$ cat src/rtl/cdma_pkg.sv
package cdma_pkg;
  localparam int unsigned NUM_CH_DEF   = 8;
  localparam int unsigned CODE_LEN_DEF = 8;

  function automatic int unsigned sum_width(input int unsigned n);
    return $clog2(n + 1);
  endfunction
endpackage

$ cat src/rtl/cdma_chip_seq.sv
module cdma_chip_seq #(
  parameter int unsigned CODE_LEN = 8,
  localparam int unsigned IDX_W = (CODE_LEN > 1) ? $clog2(CODE_LEN) : 1
) (
  input  logic             clk_i,
  input  logic             rst_ni,
  input  logic             run_i,
  output logic             busy_o,
  output logic [IDX_W-1:0] chip_idx_o,
  output logic             frame_start_o,
  output logic             frame_o
);
  logic             busy_q;
  logic [IDX_W-1:0] idx_q;
  logic             last_chip;

  assign last_chip     = (idx_q == IDX_W'(CODE_LEN - 1));
  assign frame_start_o = run_i && (!busy_q || last_chip);

  always_ff @(posedge clk_i or negedge rst_ni) begin
    if (!rst_ni) begin
      busy_q <= 1'b0;
      idx_q  <= '0;
    end else if (frame_start_o) begin
      busy_q <= 1'b1;
      idx_q  <= '0;
    end else if (busy_q) begin
      if (last_chip) begin
        busy_q <= 1'b0;
        idx_q  <= '0;
      end else begin
        idx_q <= idx_q + 1'b1;
      end
    end
  end

  assign busy_o     = busy_q;
  assign chip_idx_o = idx_q;
  assign frame_o    = busy_q && (idx_q == '0);

  a_r2_start_from_idle: assert property (@(posedge clk_i) disable iff (!rst_ni)
    (!busy_q && run_i) |=> (busy_q && idx_q == '0));
  a_r3_chip_advance: assert property (@(posedge clk_i) disable iff (!rst_ni)
    (busy_q && !last_chip) |=> (busy_q && idx_q == $past(idx_q) + 1'b1));
  a_r3_back_to_back: assert property (@(posedge clk_i) disable iff (!rst_ni)
    (busy_q && last_chip && run_i) |=> (busy_q && idx_q == '0));
  a_r10_stop_after_frame: assert property (@(posedge clk_i) disable iff (!rst_ni)
    (busy_q && last_chip && !run_i) |=> !busy_q);
endmodule

$ cat src/rtl/cdma_code_bank.sv
module cdma_code_bank #(
  parameter int unsigned NUM_CH   = 8,
  parameter int unsigned CODE_LEN = 8,
  localparam int unsigned SEL_W = (NUM_CH > 1) ? $clog2(NUM_CH) : 1
) (
  input  logic                              clk_i,
  input  logic                              rst_ni,
  input  logic                              we_i,
  input  logic [SEL_W-1:0]                  sel_i,
  input  logic [CODE_LEN-1:0]               data_i,
  input  logic                              busy_i,
  input  logic                              load_i,
  output logic [NUM_CH-1:0][CODE_LEN-1:0]   code_o
);
  logic [NUM_CH-1:0][CODE_LEN-1:0] pend_q;
  logic [NUM_CH-1:0][CODE_LEN-1:0] act_q;

  for (genvar g = 0; g < NUM_CH; g++) begin : g_ch
    logic wr_hit;
    assign wr_hit = we_i && !busy_i && (sel_i == SEL_W'(g));

    always_ff @(posedge clk_i or negedge rst_ni) begin
      if (!rst_ni) begin
        pend_q[g] <= '0;
        act_q[g]  <= '0;
      end else begin
        if (wr_hit) pend_q[g] <= data_i;
        if (load_i) act_q[g]  <= pend_q[g];
      end
    end
  end

  assign code_o = act_q;

  a_r8_no_write_busy: assert property (@(posedge clk_i) disable iff (!rst_ni)
    busy_i |=> $stable(pend_q));
  a_r9_code_held: assert property (@(posedge clk_i) disable iff (!rst_ni)
    !load_i |=> $stable(act_q));
endmodule

$ cat src/rtl/cdma_spreader.sv
module cdma_spreader #(
  parameter int unsigned NUM_CH   = 8,
  parameter int unsigned CODE_LEN = 8,
  parameter int unsigned SUM_W    = 4,
  localparam int unsigned IDX_W = (CODE_LEN > 1) ? $clog2(CODE_LEN) : 1
) (
  input  logic                            clk_i,
  input  logic                            rst_ni,
  input  logic                            load_i,
  input  logic                            active_i,
  input  logic [IDX_W-1:0]                chip_idx_i,
  input  logic [NUM_CH-1:0]               data_i,
  input  logic [NUM_CH-1:0]               en_i,
  input  logic [NUM_CH-1:0][CODE_LEN-1:0] code_i,
  output logic [SUM_W-1:0]                sum_o
);
  logic [NUM_CH-1:0] data_q;
  logic [NUM_CH-1:0] en_q;
  logic [NUM_CH-1:0] chip;

  always_ff @(posedge clk_i or negedge rst_ni) begin
    if (!rst_ni) begin
      data_q <= '0;
      en_q   <= '0;
    end else if (load_i) begin
      data_q <= data_i;
      en_q   <= en_i;
    end
  end

  for (genvar g = 0; g < NUM_CH; g++) begin : g_chip
    assign chip[g] = en_q[g] & (data_q[g] ^ code_i[g][chip_idx_i]);
  end

  always_comb begin
    sum_o = '0;
    if (active_i) begin
      for (int c = 0; c < NUM_CH; c++) sum_o = sum_o + SUM_W'(chip[c]);
    end
  end

  a_r7_inputs_held: assert property (@(posedge clk_i) disable iff (!rst_ni)
    !load_i |=> ($stable(data_q) && $stable(en_q)));
  a_r6_sum_bound: assert property (@(posedge clk_i) disable iff (!rst_ni)
    active_i |-> (int'(sum_o) <= $countones(en_q)));
  a_r10_idle_zero: assert property (@(posedge clk_i) disable iff (!rst_ni)
    !active_i |-> (sum_o == '0));
endmodule

$ cat src/rtl/cdma_spread_tx.sv
module cdma_spread_tx
  import cdma_pkg::*;
#(
  parameter int unsigned NUM_CH   = NUM_CH_DEF,
  parameter int unsigned CODE_LEN = CODE_LEN_DEF,
  localparam int unsigned SUM_W = sum_width(NUM_CH),
  localparam int unsigned SEL_W = (NUM_CH > 1) ? $clog2(NUM_CH) : 1,
  localparam int unsigned IDX_W = (CODE_LEN > 1) ? $clog2(CODE_LEN) : 1
) (
  input  logic                clk_i,
  input  logic                rst_ni,
  input  logic                run_i,
  input  logic                code_we_i,
  input  logic [SEL_W-1:0]    code_sel_i,
  input  logic [CODE_LEN-1:0] code_data_i,
  input  logic [NUM_CH-1:0]   ch_en_i,
  input  logic [NUM_CH-1:0]   data_i,
  output logic [SUM_W-1:0]    sum_o,
  output logic                frame_o,
  output logic                busy_o
);
  logic                            busy;
  logic                            frame_start;
  logic [IDX_W-1:0]                chip_idx;
  logic [NUM_CH-1:0][CODE_LEN-1:0] codes;

  cdma_chip_seq #(.CODE_LEN(CODE_LEN)) u_seq (
    .clk_i        (clk_i),
    .rst_ni       (rst_ni),
    .run_i        (run_i),
    .busy_o       (busy),
    .chip_idx_o   (chip_idx),
    .frame_start_o(frame_start),
    .frame_o      (frame_o)
  );

  cdma_code_bank #(.NUM_CH(NUM_CH), .CODE_LEN(CODE_LEN)) u_bank (
    .clk_i (clk_i),
    .rst_ni(rst_ni),
    .we_i  (code_we_i),
    .sel_i (code_sel_i),
    .data_i(code_data_i),
    .busy_i(busy),
    .load_i(frame_start),
    .code_o(codes)
  );

  cdma_spreader #(.NUM_CH(NUM_CH), .CODE_LEN(CODE_LEN), .SUM_W(SUM_W)) u_spread (
    .clk_i     (clk_i),
    .rst_ni    (rst_ni),
    .load_i    (frame_start),
    .active_i  (busy),
    .chip_idx_i(chip_idx),
    .data_i    (data_i),
    .en_i      (ch_en_i),
    .code_i    (codes),
    .sum_o     (sum_o)
  );

  assign busy_o = busy;

  a_r3_frame_only_busy: assert property (@(posedge clk_i) disable iff (!rst_ni)
    frame_o |-> busy_o);
  a_r5_no_overflow: assert property (@(posedge clk_i) disable iff (!rst_ni)
    int'(sum_o) <= NUM_CH);
endmodule

$ cat config.mk
export PLATFORM = sky130hd
export DESIGN_NAME = cdma_spread_tx
export DESIGN_NICKNAME = d
export VERILOG_FILES = /design/src/rtl/cdma_pkg.sv /design/src/rtl/cdma_chip_seq.sv /design/src/rtl/cdma_code_bank.sv /design/src/rtl/cdma_spreader.sv /design/src/rtl/cdma_spread_tx.sv
export SDC_FILE = /design/constraint.sdc
export NUM_CORES = 1
export LEC_CHECK = 0
export ABC_AREA = 1
export BUFFER_PORTS_ARGS = -buffer_cell sky130_fd_sc_hd__buf_2
export CAP_MARGIN = 20
export CORE_AREA = 8 8 89 150
export DETAILED_ROUTE_END_ITERATION = 10
export DIE_AREA = 0 0 97 158
export PLACE_DENSITY = 0.86
export SYNTH_ARGS = -nofsm -noshare
export SYNTH_HDL_FRONTEND = slang
export SYNTH_SLANG_ARGS = --single-unit
export TNS_END_PERCENT = 5
$ cat constraint.sdc
create_clock -name clk_i -period 13.3 [get_ports clk_i]
set_input_delay 2.66 -clock clk_i [delete_from_list [all_inputs] [get_ports clk_i]]
set_output_delay 2.66 -clock clk_i [all_outputs]
set_load 0.05 [all_outputs]
# Word-level counts from Yosys, hierarchy flattened
# Cells that the tools add are included.
# classes
addsub	8
n_lt_le_gt_ge	1
eq_ne	8
n_mux	23
bitwise	16
reduce_logical	16
# ops
op	count
adder 4 x 1 -> 4 bit	6
binary-select mux 1 bit (select 3 bit)	8
equality test 3 bit, second input constant	5
logical AND 1 bit	11
2-to-1 mux 1 bit	11
2-to-1 mux 3 bit	3
AND 1 bit	8
bitwise XOR 1 bit	8
equality test 3 x 2 -> 1 bit, second input constant	2
logical NOT 3 bit	2
less-than comparator 3 x 4 -> 1 bit, second input constant	1
2-to-1 mux 4 bit	1
adder 3 x 1 -> 3 bit, second input constant	1
equality test 3 x 1 -> 1 bit, second input constant	1
adder 1 x 1 -> 2 bit	1
nonzero test 2 bit	1
logical NOT 1 bit	1
logical OR 1 bit	1
# totals
reg_bits	148
input_bits	31
out_inout_bits	6
word_cells	92

# Longest topological paths before layout
# logic_depth
word_depth	12
depth_mapped	18
ltp_nobuf	16

# Hierarchy
# A second synthesis with hierarchy kept.
# hier_totals
cells_unflattened	760
area_unflattened_um2	6961.7
# by_module_without_submodules
module	instances	cells_each	area_per_inst_um2
cdma_code_bank	1	432	5003.5
cdma_spreader	1	298	1730.4
cdma_chip_seq	1	30	227.7

# Least setup slack after synthesis
# No wires, ideal clock.
# synth_path
kind	flip-flop to output port
start	reg u_seq.idx_q[0] (netlist: u_seq.chip_idx_o[0])
end	out sum_o[2]
t_arrival_ps	3942
setup_slack_ps	6698
path_stages_with_launch	18
path_buffers	2
cell_sequence	dfrtp_1 -> buf_2 -> inv_1 -> buf_2 -> nand2_1 -> nand3_1 -> nand3_1 -> a21oi_1 -> nor2_1 -> ha_1 -> inv_1 -> fa_1 -> fa_1 -> fa_1 -> inv_1 -> fa_1 -> xnor2_1 -> nor2_1
# synth_between
elab_chain_len	12
word_cells_on_any_way	40
classes_between	add/sub (7); mux (17); bitwise (16)
# synth_rtl
element	line_no	source
from (decl)	cdma_chip_seq.sv:14	logic [IDX_W-1:0] idx_q;
from (signal assigned)	cdma_chip_seq.sv:32	idx_q <= idx_q + 1'b1;
binary-select mux 1 bit (select 3 bit)	cdma_spreader.sv:32	assign chip[g] = en_q[g] & (data_q[g] ^ code_i[g][chip_idx_i]);
2-to-1 mux 1 bit (implied by the code)	cdma_spreader.sv:32	
bitwise XOR 1 bit	cdma_spreader.sv:32	
AND 1 bit	cdma_spreader.sv:32	
adder 1 x 1 -> 2 bit	cdma_spreader.sv:38	for (int c = 0; c < NUM_CH; c++) sum_o = sum_o + SUM_W'(chip[c]);
adder 4 x 1 -> 4 bit (5 in series)	cdma_spreader.sv:38	
adder 4 x 1 -> 4 bit (*)	cdma_spreader.sv:38	
2-to-1 mux 4 bit (*)	cdma_spreader.sv:37	if (active_i) begin
to (decl)	cdma_spread_tx.sv:18	output logic [SUM_W-1:0] sum_o,
# Mark *: on every way between the ends. The rest lies on a longest branch, timed or not. The select of a mux whose other input is x is not followed.

# Worst setup path in the final report
# layout_path
start	reg u_seq.idx_q[0] (netlist: u_seq.chip_idx_o[0])
end	out sum_o[1]
# Same word-level chain as after synthesis.

==> qor.csv <==
metric;value;unit
Sw Pwr;915;uW
Ports;37;
unrepaired setup endpoints after global routing;no;
post-synthesis instance area;6580;um^2
H-tree Lvls;4;
CTS tree;done;
GRT Total Usage;0.205;
Hold/Removal Path Class;reg2reg;
Core Region;11400;um^2
met1 usage;0.224;
antenna violations before repair;0;
Fill cells;831;
Clock Sinks;148;
Sw Ratio;0.412;
leading cell type in the layout, fill and taps excluded;nand2_1;
Slew @ Worst Pin;989;ps
cts hold-fix bufs;0;
CP required;10640;ps
pwr dens;300;nW/um^2
Synth cell types;27;
worst vdd ir;0.000582;V
Pins Over Slew Limit;0;
P&R area growth vs syn;12.6;%
largest net degree at the start of global routing;82;
sequential fraction of design power;0.347;
commonest cells after routing, fill and taps aside;nand2_1, dfrtp_1, o21ai_0;
die area;15300;um^2
Fin. Hold Viols;0;
relative slew slack;0.341;
asr flop ratio synth;1.00;
global route overflow;0;
yosys warns;0;
Die H;158;um
Net Count, Synth;785;
internal cell power;1300;uW
CTS root buffer;clkbuf_16;
initial DRC count;493;
Port-buffer cells;36;
most crowded layer after global routing;met2;
clk buf depth;2;
Seq/Total Area, Yosys;0.563;
GP Congestion;0.844;
EDFF count, synth;0;
Worst Path Buf+Inv;6;
worst r2r src;u_seq.chip_idx_o[1];
DR WL/cell;16.4;um
clk slew on worst S/H paths;60;ps
Cell Rows;52;
WP data arrival;4860;ps
run status;finished clean;
Period minus WS final;7520;ps
Die Wd;97;um
Setup Skew;8.36;ps
global-route wire length before repair;25000;um
leakage;0.00385;uW
Clock Power Share;0.242;
grt met2 use;0.347;
Hold Startpoint;u_bank.pend_q[24];
fin nets;809;
number of max-cap violations;0;
vias in the first global route;5140;
Pre-antenna DRT Iters;5;
cells after synthesis;744;
GR Util met3;0.0459;
CP Cell Sequence;buf_4, inv_1, nand2_1, nand3_1, nand3_1, a21oi_1, nor2_1, ha_1, inv_1, fa_1, fa_1, fa_1, inv_1, fa_1, nand2_1, inv_1, buf_2;
final worst-path cycle share;0.566;
Final WS setup;5780;ps
fmax;133;MHz
Setup Viol. Count Final;0;
DRT antenna net count;0;
n_diodes;0;
Slowest cell on crit path;inv_1;
fraction of layout cells with a size suffix above 1;0.129;
launch point of the worst path;u_seq.chip_idx_o[0];
post-cts sizing count;0;
Via density;5.57;
CTS Buf Count;17;
WL final;15000;um
Mean Syn Cell Area;8.84;um^2
Synth Register Bits;148;
CP startpoint kind;flop;
Setup Buffers After CTS;0;
Worst Path Max Fanout;45;
ys flop type;dfrtp_1;
drt drc;0;
final setup TNS;0;ps
Starting Density;0.578;
crit end category;output port;
dpl ws;6330;ps
Via Count;5098;
Logic pwr share;0.412;
later-pin clock latency in the skew report;420;ps
path type of the worst setup path;reg2out;
delay of the slowest cell on the worst path;570;ps
HPWL after DPL;9310;um
Top Family by Delay on Critical Path;adder cells;
-- cells in the mapped netlist (all sizes together) (4+ instances only) --
cell    instances  area, um^2
nand2         195         739
o21ai          91         455
nor2           67         259
fa              4        80.1
a21oi          40         211
clkbuf          6        22.5
dfrtp         148        3700
nand3          49         255
buf            28         196
inv            86         323
ha              6        75.1
mux2           19         214
-- path summary, 6_finish.rpt --
kind | end | slack (ps) | cells past startpoint
setup reg to reg | u_bank.code_o[36] | 10110 | 6
hold reg to reg | u_bank.pend_q[24] | 480 | 2
min in group asynchronous | u_bank.pend_q[3] | 2230 | 1
hold / removal | u_bank.pend_q[24] | 480 | 2
setup / recovery | sum_o[1] | 5780 | 17
max in group asynchronous | u_bank.pend_q[38] | 9650 | 2
-- per-layer routing --
layer | vias to the layer above | part of all wire | routed length [um]
met5 | - | 0 | 0
met1 | 2444 | 0.39 | 5830
li1 | 2392 | - | -
met2 | 202 | 0.50 | 7540
met4 | 0 | 0.057 | 856
met3 | 60 | 0.052 | 779
-- stage by stage --
step | hold WS, ps | cell area, um^2 | total power [uW] | cells | util
after floorplan | 449 | 6580 | 1460 | 744 | -
after global placement | 461 | 6740 | 1620 | 884 | 0.592
after detailed placement | 470 | 6740 | 1660 | 884 | 0.592
after CTS | 484 | 7400 | 2230 | 916 | 0.650
after global routing | 511 | 7400 | 2370 | 916 | 0.650
final | 480 | 7400 | 2220 | 916 | 0.650
-- power groups by stage --
stage	clock, uW	combinational (uW)	sequential (uW)
finish	536	914	770
detailed placement	0	890	767
CTS	539	920	767
floorplan	0	733	729
global placement	0	856	762
global route	557	1020	790
-- sequential cells by signal, summed over array words and instances (netlist names) --
signal / count
u_spread.data_q: 8
u_bank.pend_q: 64
u_bank.code_o: 64
u_seq.chip_idx_o: 3
u_spread.en_q: 8
u_seq.busy_o: 1
-- worst reg2reg max path: stages (launching register included) --
cell,delay [ps]
dfrtp_1,630
ha_1,330
ha_1,190
or2_4,270
nand2_4,510
buf_4,700
mux2_2,450
-- logic make-up (layout without fill, tap and decap cells) --
kind of cell	Yosys count	in the layout	share of synthesized area
flops	148	148	0.563
fa+ha+maj	10	10	0.0236
mux	19	19	0.0325
xor+xnor	1	1	0.00133
compound gates	131	131	0.101
buf+inv	121	158	0.0829
simple gates	314	314	0.195
-- cell type report --
cell class | count | area [um^2] | area share
Sequential cell | 148 | 3700 | 0.500
Multi-Input combinational cell | 475 | 2330 | 0.315
Clock buffer | 21 | 470 | 0.0635
Inverter | 87 | 327 | 0.0441
Timing Repair Buffer | 39 | 209 | 0.0282
Clock inverter | 11 | 196 | 0.0265
Tap cell | 135 | 169 | 0.0228
No activity file was read; power rests on OpenSTA's default activity.
